**config.mk**
```make
export PLATFORM = sky130hd
export DESIGN_NAME = fault_alert_regs
export DESIGN_NICKNAME = d
export VERILOG_FILES = /design/src/rtl/fsa_pkg.sv /design/src/rtl/fsa_edge_detect.sv /design/src/rtl/fsa_fault_latch.sv /design/src/rtl/fsa_alert_ctrl.sv /design/src/rtl/fault_alert_regs.sv
export SDC_FILE = /design/constraint.sdc
export NUM_CORES = 1
export LEC_CHECK = 0
export CORE_MARGIN = 3
export CORE_UTILIZATION = 35
export CTS_CLUSTER_DIAMETER = 30
export DETAILED_ROUTE_END_ITERATION = 8
export DONT_BUFFER_PORTS = 1
export SLEW_MARGIN = 20
export SYNTH_ARGS = -nofsm -noshare
export SYNTH_HDL_FRONTEND = slang
export SYNTH_SLANG_ARGS = --single-unit
```
**constraint.sdc**
```tcl
create_clock -name clk -period 2.47 [get_ports clk]
set_clock_uncertainty 0.05 [all_clocks]
set_input_delay 0.247 -clock clk [delete_from_list [all_inputs] [get_ports clk]]
set_output_delay 0.247 -clock clk [all_outputs]
set_load 0.02 [all_outputs]
```
**src/rtl/fsa_pkg.sv**
```systemverilog
// Package: shared types for the fault status and alert register.
// Assumes: all event flags are single-cycle, already synchronous to clk.
package fsa_pkg;

    // Clear events that act on the fault view as a whole
    typedef struct packed {
        logic wipe_all;   // every fault bit to zero
        logic en_drop;    // enable fell: keep only the enable-change record
    } clr_evt_t;

    localparam int unsigned DEF_FLT_W      = 8;
    localparam int unsigned DEF_ENCHG_IDX  = 4;
    localparam int unsigned DEF_NOMASK_IDX = 6;

endpackage

```
**src/rtl/fsa_edge_detect.sv**
```systemverilog
// Module: per-bit rising and falling edge detector.
// Assumes: inputs synchronous; the previous value resets to 0, so a level
// that is low out of reset never reports a fall.
module fsa_edge_detect #(
    parameter int unsigned N = 3
) (
    input  logic         clk,
    input  logic         rst_n,
    input  logic [N-1:0] sig_i,
    output logic [N-1:0] rise_o,
    output logic [N-1:0] fall_o
);

    for (genvar i = 0; i < N; i++) begin : g_bit
        logic prev_q;

        // Remember the level of the previous cycle
        always_ff @(posedge clk) begin
            if (!rst_n) prev_q <= 1'b0;
            else        prev_q <= sig_i[i];
        end

        assign rise_o[i] = sig_i[i] & ~prev_q;
        assign fall_o[i] = prev_q & ~sig_i[i];
    end

endmodule

```
**src/rtl/fsa_fault_latch.sv**
```systemverilog
// Module: status view and sticky fault view.
// Each ordinary position registers its condition as status and latches a
// fault on the condition's rising edge. Position ENCHG_IDX has no live
// condition; it records an enable drop. A write of 0 clears a fault bit
// only while its status bit is 0. wipe_all beats every other rule.
module fsa_fault_latch
    import fsa_pkg::*;
#(
    parameter int unsigned FLT_W     = DEF_FLT_W,
    parameter int unsigned ENCHG_IDX = DEF_ENCHG_IDX
) (
    input  logic             clk,
    input  logic             rst_n,
    input  logic [FLT_W-1:0] cond_i,
    input  logic             wr_i,
    input  logic [FLT_W-1:0] wr_data_i,
    input  clr_evt_t         evt_i,
    output logic [FLT_W-1:0] status_o,
    output logic [FLT_W-1:0] fault_o
);

    for (genvar i = 0; i < FLT_W; i++) begin : g_pos
        if (i == ENCHG_IDX) begin : g_enchg
            logic flt_q;
            logic cond_unused;
            assign cond_unused = cond_i[i];

            // Enable-change record: set by the enable drop, cleared by a write of 0
            always_ff @(posedge clk) begin
                if (!rst_n)                       flt_q <= 1'b0;
                else if (evt_i.wipe_all)          flt_q <= 1'b0;
                else if (evt_i.en_drop)           flt_q <= 1'b1;
                else if (wr_i && !wr_data_i[i])   flt_q <= 1'b0;
            end

            assign status_o[i] = 1'b0;
            assign fault_o[i]  = flt_q;
        end else begin : g_cond
            logic stat_q, flt_q;
            logic rise, wr_clr;

            assign rise   = cond_i[i] & ~stat_q;
            assign wr_clr = wr_i & ~wr_data_i[i] & ~stat_q;

            // Track the live condition and latch its rising edge
            always_ff @(posedge clk) begin
                if (!rst_n) begin
                    stat_q <= 1'b0;
                    flt_q  <= 1'b0;
                end else begin
                    stat_q <= cond_i[i];
                    if (evt_i.wipe_all)     flt_q <= 1'b0;
                    else if (evt_i.en_drop) flt_q <= rise;
                    else                    flt_q <= (flt_q & ~wr_clr) | rise;
                end
            end

            assign status_o[i] = stat_q;
            assign fault_o[i]  = flt_q;
        end
    end

    // A present condition shields its fault bit from a write of 0
    assert_clear_blocked_R3: assert property (@(posedge clk) disable iff (!rst_n)
        (wr_i && !evt_i.wipe_all && !evt_i.en_drop)
        |=> ((fault_o & $past(status_o & fault_o)) == $past(status_o & fault_o)));

    // Global clear empties the fault view
    assert_wipe_all_R4: assert property (@(posedge clk) disable iff (!rst_n)
        evt_i.wipe_all |=> (fault_o == '0));

    // Enable drop always leaves the enable-change record set
    assert_en_drop_R5: assert property (@(posedge clk) disable iff (!rst_n)
        (evt_i.en_drop && !evt_i.wipe_all) |=> fault_o[ENCHG_IDX]);

    // Without any clear path, no fault bit drops
    assert_sticky_R2: assert property (@(posedge clk) disable iff (!rst_n)
        (!wr_i && !evt_i.wipe_all && !evt_i.en_drop)
        |=> ((fault_o & $past(fault_o)) == $past(fault_o)));

endmodule

```
**src/rtl/fsa_alert_ctrl.sv**
```systemverilog
// Module: alert mask, re-arm memory and the active-low alert line.
// A masked fault bit that has not yet raised an alert triggers one; the
// re-arm memory forgets a bit once its fault bit is seen clear. Release
// comes from a served alert response or a direct address hit.
// Assumes: fault_i is the registered fault view.
module fsa_alert_ctrl
    import fsa_pkg::*;
#(
    parameter int unsigned FLT_W      = DEF_FLT_W,
    parameter int unsigned NOMASK_IDX = DEF_NOMASK_IDX
) (
    input  logic             clk,
    input  logic             rst_n,
    input  logic [FLT_W-1:0] fault_i,
    input  logic             wr_mask_i,
    input  logic [FLT_W-1:0] wr_data_i,
    input  logic             ara_i,
    input  logic             addr_hit_i,
    output logic [FLT_W-1:0] mask_o,
    output logic             alert_n_o
);

    logic [FLT_W-1:0] raised_q;
    logic [FLT_W-1:0] trig;
    logic             trig_any;
    logic             release_req;
    logic             alert_q;

    for (genvar i = 0; i < FLT_W; i++) begin : g_mask
        if (i == NOMASK_IDX) begin : g_fixed
            logic data_unused;
            assign data_unused = wr_data_i[i];
            assign mask_o[i]   = 1'b0;
        end else begin : g_reg
            logic m_q;

            // Load the mask bit on a mask write
            always_ff @(posedge clk) begin
                if (!rst_n)         m_q <= 1'b0;
                else if (wr_mask_i) m_q <= wr_data_i[i];
            end

            assign mask_o[i] = m_q;
        end
    end

    assign trig        = fault_i & mask_o & ~raised_q;
    assign trig_any    = |trig;
    assign release_req = ara_i | addr_hit_i;

    // Remember raised bits; forget a bit once its fault is clear
    always_ff @(posedge clk) begin
        if (!rst_n) raised_q <= '0;
        else        raised_q <= (raised_q | trig) & fault_i;
    end

    // Drive the alert: a new trigger wins over a release in the same cycle
    always_ff @(posedge clk) begin
        if (!rst_n)           alert_q <= 1'b0;
        else if (trig_any)    alert_q <= 1'b1;
        else if (release_req) alert_q <= 1'b0;
    end

    assign alert_n_o = ~alert_q;

    // Mask comes out of reset empty
    assert_mask_reset_R6: assert property (@(posedge clk)
        !rst_n |=> (mask_o == '0));

    // A release with nothing new pending frees the line
    assert_release_R8: assert property (@(posedge clk) disable iff (!rst_n)
        (release_req && !trig_any) |=> alert_n_o);

    // The line only falls when some masked fault bit is set
    assert_alert_cause_R7: assert property (@(posedge clk) disable iff (!rst_n)
        $fell(alert_n_o) |-> ((fault_i & mask_o) != '0));

endmodule

```
**src/rtl/fault_alert_regs.sv**
```systemverilog
// Module: fault status and alert register, top level.
// Combines edge detection of the on/enable controls, the status/fault
// views and the alert path. Assumes all inputs are synchronous to clk and
// that write and response strobes are single-cycle pulses.
module fault_alert_regs
    import fsa_pkg::*;
#(
    parameter int unsigned FLT_W      = DEF_FLT_W,
    parameter int unsigned ENCHG_IDX  = DEF_ENCHG_IDX,
    parameter int unsigned NOMASK_IDX = DEF_NOMASK_IDX
) (
    input  logic             clk,
    input  logic             rst_n,
    input  logic [FLT_W-1:0] cond_i,
    input  logic             en_i,
    input  logic             on_i,
    input  logic             ctl_on_i,
    input  logic             lockout_i,
    input  logic             uvl_reset_i,
    input  logic             wr_fault_i,
    input  logic             wr_mask_i,
    input  logic [FLT_W-1:0] wr_data_i,
    input  logic             ara_i,
    input  logic             addr_hit_i,
    output logic [FLT_W-1:0] status_o,
    output logic [FLT_W-1:0] fault_o,
    output logic [FLT_W-1:0] mask_o,
    output logic             alert_n_o
);

    localparam int unsigned CTL_N = 3;

    logic [CTL_N-1:0] ctl_rise_unused;
    logic [CTL_N-1:0] ctl_fall;
    clr_evt_t         evt;

    fsa_edge_detect #(.N(CTL_N)) u_ctl_edges (
        .clk    (clk),
        .rst_n  (rst_n),
        .sig_i  ({ctl_on_i, on_i, en_i}),
        .rise_o (ctl_rise_unused),
        .fall_o (ctl_fall)
    );

    assign evt.wipe_all = ctl_fall[2] | ctl_fall[1] | lockout_i | uvl_reset_i;
    assign evt.en_drop  = ctl_fall[0];

    fsa_fault_latch #(
        .FLT_W     (FLT_W),
        .ENCHG_IDX (ENCHG_IDX)
    ) u_latch (
        .clk       (clk),
        .rst_n     (rst_n),
        .cond_i    (cond_i),
        .wr_i      (wr_fault_i),
        .wr_data_i (wr_data_i),
        .evt_i     (evt),
        .status_o  (status_o),
        .fault_o   (fault_o)
    );

    fsa_alert_ctrl #(
        .FLT_W      (FLT_W),
        .NOMASK_IDX (NOMASK_IDX)
    ) u_alert (
        .clk        (clk),
        .rst_n      (rst_n),
        .fault_i    (fault_o),
        .wr_mask_i  (wr_mask_i),
        .wr_data_i  (wr_data_i),
        .ara_i      (ara_i),
        .addr_hit_i (addr_hit_i),
        .mask_o     (mask_o),
        .alert_n_o  (alert_n_o)
    );

endmodule

```
==> metrics <==
CTS tree=built; grt met2 use=17.9%; ANT nets after route=0; CP arrival=1.27 ns; Leak Pwr=0.587 nW; final setup TNS=0 ns; grt met1 use=14.3%; Cell Chain, Critical Path=nand2_1, o22ai_1, o41a_1; worst skew pair latency=0.27 ns; total core area=3740 um2; GR Overflow Total=0; wire per inst=16.1 um; met3 usage=5.35%; drt initial violations=45; Max Cap Viol=0; first-pass GRT wire length=3970 um; Cell variety after synth=22; crit end category=flip-flop; Syn Std Cell Area=1380 um2; Hold Fails Final Rpt=0; Synthesis Warnings=0; P&R area growth vs syn=-3.90%; Initial Utilization=36.9%; routed vias/inst=5.16; initial antenna violation count=0; CTS Hold Bufs=0; status=complete, no violations; via count=847; H-tree levels=2; CP Class=reg -> reg; clock root buffer=clkbuf_8; unrepaired setup endpoints after global routing=no; slowest stage cell on the critical path=o41a_1; CTS sink count=33; post-CTS sizing=0; port bufs=0; slowest stage delay, CP=0.40 ns; most used routing layer=met2; final wirelength=2630 um; Longest Clk Path Bufs=2; largest net degree at the start of global routing=27; PwrDens=754 nW/um2; vias in the first global route=868; DR pass1 iterations=3; maximum VDD drop=390 uV; register area=661 um2; Final #Nets=142; Post-CTS Setup Inserts=0; Final Core Density=35.4%; Placer Congestion=0.662; footprint of the multi-input gates=514 um2; crit path launch type=flip-flop; number of fill cells in the layout=392; Die Y=68.8 um; Critical Path RT=2.58 ns; Clk pin slew, worst setup/hold paths=0.06 ns; fmax=861 MHz; Slew Viols, Final=0; Num CTS Buffers=5; Rows=22; DIE WIDTH=68.8 um; Syn Inst Count=134; Final Setup Violations=0; Worst Hold Class=in -> reg; Tmin final=1.16 ns; layout cells sized above 1=6.03%; global router's overall resource usage=12.0%; Ant. Diodes=0; number of synthesized register bits=33; # DRC=0; Seq/Total Area, Yosys=47.9%; crit share post-route=47.0%; critical path peak fanout=4; Die Area=4730 um2; Mean Syn Cell Area=10.3 um2; io pins=52
==> final cells by class <==
cell class                      instances  area share, %
Sequential cell                        33           49.8
Multi-Input combinational cell         72           38.8
Clock buffer                            8           6.04
Tap cell                               48           4.53
Inverter                                3          0.849
==> critical path, delay by kind of cell, from the launching register on <==
family,cells,cell delay (ns)
compound gates,2,0.49
flops,1,0.39
simple gates,1,0.11
==> through the flow <==
stage | total power, mW | std cells | setup WS [ns] | instance area [um2] | hold slack, ns
detailed placement | 0.641 | 156 | 1.28 | 1250 | 0.323
global route | 1.05 | 164 | 1.24 | 1330 | 0.0292
floorplan | 0.659 | 135 | 1.42 | 1380 | 0.319
finish | 1.00 | 164 | 1.31 | 1330 | 0.0387
CTS | 1.02 | 164 | 1.28 | 1330 | 0.0293
global placement | 0.638 | 156 | 1.28 | 1250 | 0.321
==> registers in the layout (all words and copies together) (netlist names) <==
signal and count:
u_alert.g_mask.g_reg.m_q 7, u_ctl_edges.g_bit.prev_q 3, u_latch.g_pos.g_cond.flt_q 7, u_latch.g_pos.g_cond.stat_q 7, u_latch.g_pos.g_enchg.flt_q 1, u_alert.raised_q 7, u_alert.alert_q 1
==> cell usage in the layout, fill, tap and decap left out, types with 2 or more instances in the layout <==
master / n
mux2i_1: 7
nand2_1: 6
o211a_1: 7
o311ai_0: 7
nor2b_1: 7
clkbuf_1: 3
conb_1: 2
o22ai_1: 2
o21ai_0: 2
inv_1: 2
nand2b_1: 9
and2_1: 10
dfxtp_1: 33
clkbuf_8: 5
a21oi_1: 8
==> cell usage after synthesis <==
master      n  area share, %
o22ai_1     2           0.91
o32ai_1     1           0.63
nand2_1     6            1.6
o211a_1     7            5.1
mux2i_1     7            5.1
nor2_1      1           0.27
inv_1       2           0.54
o41a_1      1           0.82
inv_2       1           0.27
nand3b_1    1           0.54
buf_4      25             14
nor2b_1     7            3.2
a21oi_1     8            2.9
clkbuf_2    1           0.36
o311ai_0    7            4.4
buf_2       1           0.36
o2111ai_4   1            1.9
dfxtp_1    33             48
nand2b_1    9            4.1
and2_1     10            4.5
o21ai_0     2           0.73
conb_1      1           0.27
==> logic make-up after synthesis <==
group | share of synthesized area [%]
compound gates | 17.4
buf+inv | 15.1
flops | 47.9
mux | 5.08
other cells | 0.272
simple gates | 14.2
==> final timing paths <==
path,from,endpoint,slack (ns),depth (start not counted)
worst max register to register,u_latch.g_pos[0].g_cond.flt_q,u_alert.alert_q,1.31,3
worst max-delay path,u_latch.g_pos[0].g_cond.flt_q,u_alert.alert_q,1.31,3
worst min register to register,u_alert.raised_q[5],u_alert.raised_q[5],0.42,1
worst min-delay path,en_i,u_ctl_edges.g_bit[0].prev_q,0.04,1
==> power breakdown <==
| part | leakage, nW | switching, mW | internal (mW) |
|---|---|---|---|
| Sequential | 0.270 | 0.0358 | 0.552 |
| Clock | 0.0395 | 0.172 | 0.200 |
| Combinational | 0.277 | 0.0197 | 0.0211 |
| Total | 0.587 | 0.227 | 0.772 |
==> per-layer routing <==
layer / vias to the layer above / wire, um
li1: 403 / -
met1: 396 / 1130
met2: 41 / 1170
met3: 7 / 286
met4: 0 / 53
met5: - / 0
Note: power is estimated with default switching activity, not from simulation.
